$ cat src/rtl/ccs_pkg.sv
package ccs_pkg;
  // slots between the slot being fetched and the slot being shifted out now
  localparam int FETCH_AHEAD = 2;

  function automatic int wrap_add(input int v, input int k, input int n);
    return (v + k) % n;
  endfunction
endpackage

$ cat src/rtl/ccs_timebase.sv
module ccs_timebase #(
  parameter int STREAMS  = 8,
  parameter int CHANNELS = 32,
  localparam int STR_W   = $clog2(STREAMS),
  localparam int CH_W    = $clog2(CHANNELS)
) (
  input  logic             clk,
  input  logic             rst,
  input  logic             bit_stb,
  input  logic             frame_sync,
  output logic             adv,
  output logic             synced,
  output logic [STR_W-1:0] period,
  output logic [CH_W-1:0]  chan
);
  localparam logic [STR_W-1:0] LAST_P = STR_W'(STREAMS - 1);
  localparam logic [CH_W-1:0]  LAST_C = CH_W'(CHANNELS - 1);

  always_ff @(posedge clk) begin
    if (rst) begin
      adv    <= 1'b0;
      synced <= 1'b0;
      period <= '0;
      chan   <= '0;
    end else begin
      adv <= 1'b0;
      if (bit_stb) begin
        if (frame_sync) begin
          synced <= 1'b1;
          adv    <= 1'b1;
          period <= '0;
          chan   <= '0;
        end else if (synced) begin
          adv <= 1'b1;
          if (period == LAST_P) begin
            period <= '0;
            chan   <= (chan == LAST_C) ? '0 : chan + 1'b1;
          end else begin
            period <= period + 1'b1;
          end
        end
      end
    end
  end
endmodule

$ cat src/rtl/ccs_fetch.sv
module ccs_fetch #(
  parameter int STREAMS  = 8,
  parameter int CHANNELS = 32,
  localparam int STR_W   = $clog2(STREAMS),
  localparam int CH_W    = $clog2(CHANNELS),
  localparam int ADDR_W  = STR_W + CH_W
) (
  input  logic              clk,
  input  logic              rst,
  input  logic              start,
  input  logic [CH_W-1:0]   cur_chan,
  output logic              rd_en,
  output logic [ADDR_W-1:0] rd_addr,
  input  logic              rd_data,
  output logic [STREAMS-1:0] stage
);
  localparam logic [STR_W-1:0] LAST_S = STR_W'(STREAMS - 1);

  logic             busy;
  logic [STR_W-1:0] idx;
  logic [CH_W-1:0]  tgt;
  logic             cap_en;
  logic [STR_W-1:0] cap_idx;

  always_ff @(posedge clk) begin
    if (rst) begin
      busy    <= 1'b0;
      idx     <= '0;
      tgt     <= '0;
      rd_en   <= 1'b0;
      rd_addr <= '0;
      cap_en  <= 1'b0;
      cap_idx <= '0;
      stage   <= '0;
    end else begin
      rd_en   <= 1'b0;
      cap_en  <= rd_en;
      cap_idx <= rd_addr[ADDR_W-1 -: STR_W];
      if (cap_en) stage[cap_idx] <= rd_data;
      if (start) begin
        busy <= 1'b1;
        idx  <= '0;
        tgt  <= CH_W'(ccs_pkg::wrap_add(int'(cur_chan), ccs_pkg::FETCH_AHEAD, CHANNELS));
      end else if (busy) begin
        rd_en   <= 1'b1;
        rd_addr <= {idx, tgt};
        idx     <= idx + 1'b1;
        if (idx == LAST_S) busy <= 1'b0;
      end
    end
  end
endmodule

$ cat src/rtl/ccs_shifter.sv
module ccs_shifter #(
  parameter int STREAMS = 8,
  localparam int STR_W  = $clog2(STREAMS)
) (
  input  logic               clk,
  input  logic               rst,
  input  logic               adv,
  input  logic [STR_W-1:0]   period,
  input  logic [STREAMS-1:0] stage,
  output logic               ctl
);
  logic [STREAMS-1:0] sh;

  always_ff @(posedge clk) begin
    if (rst) begin
      sh  <= '0;
      ctl <= 1'b0;
    end else if (adv) begin
      if (period == '0) begin
        ctl <= stage[0];
        sh  <= stage >> 1;
      end else begin
        ctl <= sh[0];
        sh  <= sh >> 1;
      end
    end
  end
endmodule

$ cat src/rtl/ccs_serializer.sv
module ccs_serializer #(
  parameter int STREAMS  = 8,
  parameter int CHANNELS = 32,
  localparam int STR_W   = $clog2(STREAMS),
  localparam int CH_W    = $clog2(CHANNELS),
  localparam int ADDR_W  = STR_W + CH_W
) (
  input  logic              clk,
  input  logic              rst,
  input  logic              bit_stb,
  input  logic              frame_sync,
  output logic              rd_en,
  output logic [ADDR_W-1:0] rd_addr,
  input  logic              rd_data,
  output logic              ctl_o
);
  logic               adv;
  logic               synced;
  logic [STR_W-1:0]   period;
  logic [CH_W-1:0]    chan;
  logic [STREAMS-1:0] stage;
  logic               slot_start;

  assign slot_start = adv && (period == '0);

  ccs_timebase #(.STREAMS(STREAMS), .CHANNELS(CHANNELS)) u_tb (
    .clk(clk), .rst(rst), .bit_stb(bit_stb), .frame_sync(frame_sync),
    .adv(adv), .synced(synced), .period(period), .chan(chan)
  );

  ccs_fetch #(.STREAMS(STREAMS), .CHANNELS(CHANNELS)) u_fetch (
    .clk(clk), .rst(rst), .start(slot_start), .cur_chan(chan),
    .rd_en(rd_en), .rd_addr(rd_addr), .rd_data(rd_data), .stage(stage)
  );

  ccs_shifter #(.STREAMS(STREAMS)) u_shift (
    .clk(clk), .rst(rst), .adv(adv), .period(period), .stage(stage), .ctl(ctl_o)
  );
endmodule

$ cat config.mk
export PLATFORM = sky130hd
export DESIGN_NAME = ccs_serializer
export DESIGN_NICKNAME = d
export VERILOG_FILES = /design/src/rtl/ccs_pkg.sv /design/src/rtl/ccs_timebase.sv /design/src/rtl/ccs_fetch.sv /design/src/rtl/ccs_shifter.sv /design/src/rtl/ccs_serializer.sv
export SDC_FILE = /design/constraint.sdc
export NUM_CORES = 1
export LEC_CHECK = 0
export BUFFER_PORTS_ARGS = -buffer_cell sky130_fd_sc_hd__clkbuf_2
export CAP_MARGIN = 20
export CORE_MARGIN = 4
export CORE_UTILIZATION = 52
export DETAILED_ROUTE_END_ITERATION = 16
export PLACE_DENSITY = 0.73
export RECOVER_POWER = 25
export SLEW_MARGIN = 20
export SYNTH_ARGS = -nofsm -noshare
export SYNTH_HDL_FRONTEND = slang
export SYNTH_SLANG_ARGS = --single-unit
$ cat constraint.sdc
create_clock -name clk -period 1.9 [get_ports clk]
set_input_delay 0.19 -clock clk [delete_from_list [all_inputs] [get_ports clk]]
set_output_delay 0.19 -clock clk [all_outputs]
set_load 0.005 [all_outputs]
==> reports/metrics.csv <==
stage,metric,value,unit
place,port_buffers,14,
critical_path,critPathLaunchType,flip-flop,
clock_tree,cts.sinks,48,
critical_path,worstSetupEndpointType,flip-flop,
critical_path,crit_fanout,3,
global_route,overflow,0,
critical_path,worstPathRequired,2130,ps
routing,antenna_left,0,
yosys,synth_top_family_by_area,simple AND/OR/NAND/NOR gates,
yosys,synth_nets,225,
yosys,avgSynthCellArea,9.402,sq um
yosys,synthSimpleGateAreaFrac,20.03,%
routing,dr_wl_met3,100,microns
timing,finClkSkew,7.049,ps
routing,wl,3514,microns
yosys,ys_seq_area_share,48.21,%
timing,hold-worst-slack,235.9,ps
global_route,antenna_found_initial,0,
floorplanning,start_util,54.04,%
clock_tree,htree_levels,2,
global_route,grt_max_degree,49,
clock_tree,cts_buffer_depth,2,
pwr,p_per_area,751.3,nW/um^2
clock_tree,cts_root_buf,clkbuf_8,
clock_tree,cts_resized,0,
floorplanning,die_w,69.91,microns
routing,drc_errors,0,
place,hpwl,2347,microns
timing,finalHoldViolCount,0,
timing,fin_crit,1895,ps
run_status,status,"finished, final reports clean",
routing,vias,1521,
timing,timing.slew.headroom,46.29,%
place,place_congestion,0.8427,
floorplanning,rows,22,
global_route,grt_pass1_vias,1345,
routing,wl_met1,1703,microns
global_route,grt_usage,14.68,%
pwr,p_total,1.691,mW
yosys,synthCells,212,
clock_tree,clk_pin_slew,80,ps
place,place_inst,268,
pwr,combPwrFrac,6.1,%
layout,final_util,61.02,%
yosys,synthMuxAreaShare,8.537,%
pwr,swShare,22.19,%
yosys,synth_compound_area_share,13.43,%
pwr,seqPwrFrac,61.7,%
yosys,mappedNetlistArea,1993,sq um
routing,topRoutingLayerUsed,met4,
pwr,intPower,1.316,mW
timing,clock.fmax,0.5277,GHz
layout,insertedDiodeCount,0,
layout,layout_commonest_cell,dfxtp_1,
clock_tree,postCtsSetupBuffers,0,
yosys,yosysTopAreaCell,dfxtp_1,
pwr,p_leak,0.8678,nW
routing,drtIter0Drc,87,
layout,nNetsFinal,240,
layout,stdcell_area,2251,sq um
timing,rsz0062_at_grt,true,
floorplanning,coreArea,3689,sq um
layout,final_cell_mix,"dfxtp_1 (46), nor2_1 (24), a21oi_1 (18)",
clock_tree,cts_buffers,5,
pwr,clkPwrFrac,32.3,%
yosys,synth_seq_cells,48,
timing,worst_slack,4.850,ps
yosys,yosys.area_share.adder,5.022,%
clock_tree,holdBufCountCts,0,
yosys,yosys_warnings,0,
place,dpl_worst_slack,76.60,ps
critical_path,arrival,2120,ps
floorplanning,die_h,69.91,microns
routing,met2_wirelength,1653,microns
floorplanning,dieArea,4887,sq um
pwr,vdd_drop_max,0.3595,mV
flow_run,drv_cap,0,
timing,setup_viol,0,
layout,area_delta_synth_final,12.93,%
routing,drtPass1Iterations,4,
timing,fin_tns_setup,0,ps
layout,drive_above_1_share,14.54,%
place,placed_cell_area,2135,sq um
clock_tree,clkLatencyLatePin,290,ps
routing,wl_per_cell,12.78,microns
critical_path,critPathKind,flip-flop to flip-flop,
global_route,grt_first_pass_wirelength,5934,microns
floorplanning,ios,15,
yosys,synth_top_cell_area_share,48.21,%
pwr,switchingPower,0.3752,mW
yosys,synth_xor_area_share,1.318,%
timing,tightest_slew,804.0,ps
min_path,hp-class,input pin to flip-flop,
yosys,synth_area_leaders,"dfxtp_1 (48%), mux2i_1 (8.5%), ha_1 (5.0%), a21oi_1 (4.8%), nor2_1 (4.5%)",
timing,drv_slew,0,
clock_tree,cts_tree,yes,
timing,fin_crit_sh,99.74,%
routing,viasPerCell,5.531,
layout,layoutNonFillerInstCount,275,
yosys,yosysUniqueCellTypes,32,
worst max-delay path, cell delays in order, from the launching register on:
cell and delay [ps]:
dfxtp_2 340, ha_4 160, and3_4 180, ha_4 150
or4b_1 490, or3_4 390, a21oi_2 120
layout make-up:
class / instances / area [sq um]
tap: 48 / 60.06
fill: 328 / 1438
sequential: 48 / 963.4
inverter: 4 / 15.01
multi-input combinational: 147 / 1002
timing repair buffer: 21 / 132.6
clock buffer: 6 / 72.57
clock inverter: 1 / 5.005
power by group through the flow:
| stage | Sequential, mW | Clock, mW | Combinational [mW] |
|---|---|---|---|
| after floorplan | 1.06 | 0 | 0.0745 |
| after global placement | 1.07 | 0 | 0.102 |
| after detailed placement | 1.07 | 0 | 0.104 |
| after CTS | 1.04 | 0.568 | 0.104 |
| after global routing | 1.05 | 0.608 | 0.115 |
| final | 1.04 | 0.546 | 0.102 |
metal layers:
metal	up-vias	global-route usage, %
li1	782	-
met1	716	18.80
met2	16	23.40
met3	7	3.597
met4	0	6.383
met5	-	0
final timing paths:
check | slack (ps) | endpoint | start | cells past startpoint
setup / recovery | 5 | u_tb.chan[2] | u_tb.chan[1] | 6
hold / removal | 240 | u_tb.synced | frame_sync | 3
setup reg to reg | 5 | u_tb.chan[2] | u_tb.chan[1] | 6
hold reg to reg | 460 | u_fetch.tgt[0] | u_fetch.tgt[0] | 2
cells in the mapped netlist, drive strengths merged:
| master | count |
|---|---|
| mux2i | 17 |
| or4b | 2 |
| and4b | 1 |
| and3 | 1 |
| inv | 4 |
| a211oi | 9 |
| clkbuf | 8 |
| xnor2 | 2 |
| buf | 5 |
| nor3 | 5 |
| and2b | 1 |
| nand3b | 1 |
| nor4b | 1 |
| a32oi | 3 |
| a31oi | 1 |
| o21ai | 13 |
| nor4bb | 3 |
| dfxtp | 48 |
| nand2 | 9 |
| o31ai | 1 |
| ha | 8 |
| nand4b | 4 |
| nor2 | 24 |
| xor2 | 1 |
| or3 | 1 |
| and3b | 1 |
| nor2b | 5 |
| a21oi | 19 |
| nand2b | 3 |
| nand3 | 10 |
| nand4 | 1 |
kinds of logic (layout without fill, tap and decap cells):
logic type	Yosys count	after routing
mux	17	17
compound gates	46	46
fa+ha+maj	8	8
simple gates	73	73
flops	48	48
buf+inv	17	32
xor+xnor	3	3
sequential cells by signal, indices dropped and copies added (netlist names):
signal,flops
u_fetch.cap_en,1
u_tb.synced,1
u_tb.chan,5
u_shift.ctl,1
u_fetch.idx,3
u_fetch.stage,8
u_fetch.rd_addr,8
u_tb.adv,1
u_fetch.tgt,5
u_fetch.cap_idx,3
u_tb.period,3
u_fetch.busy,1
u_fetch.rd_en,1
u_shift.sh,7
Note: power is estimated with default switching activity, not from simulation.
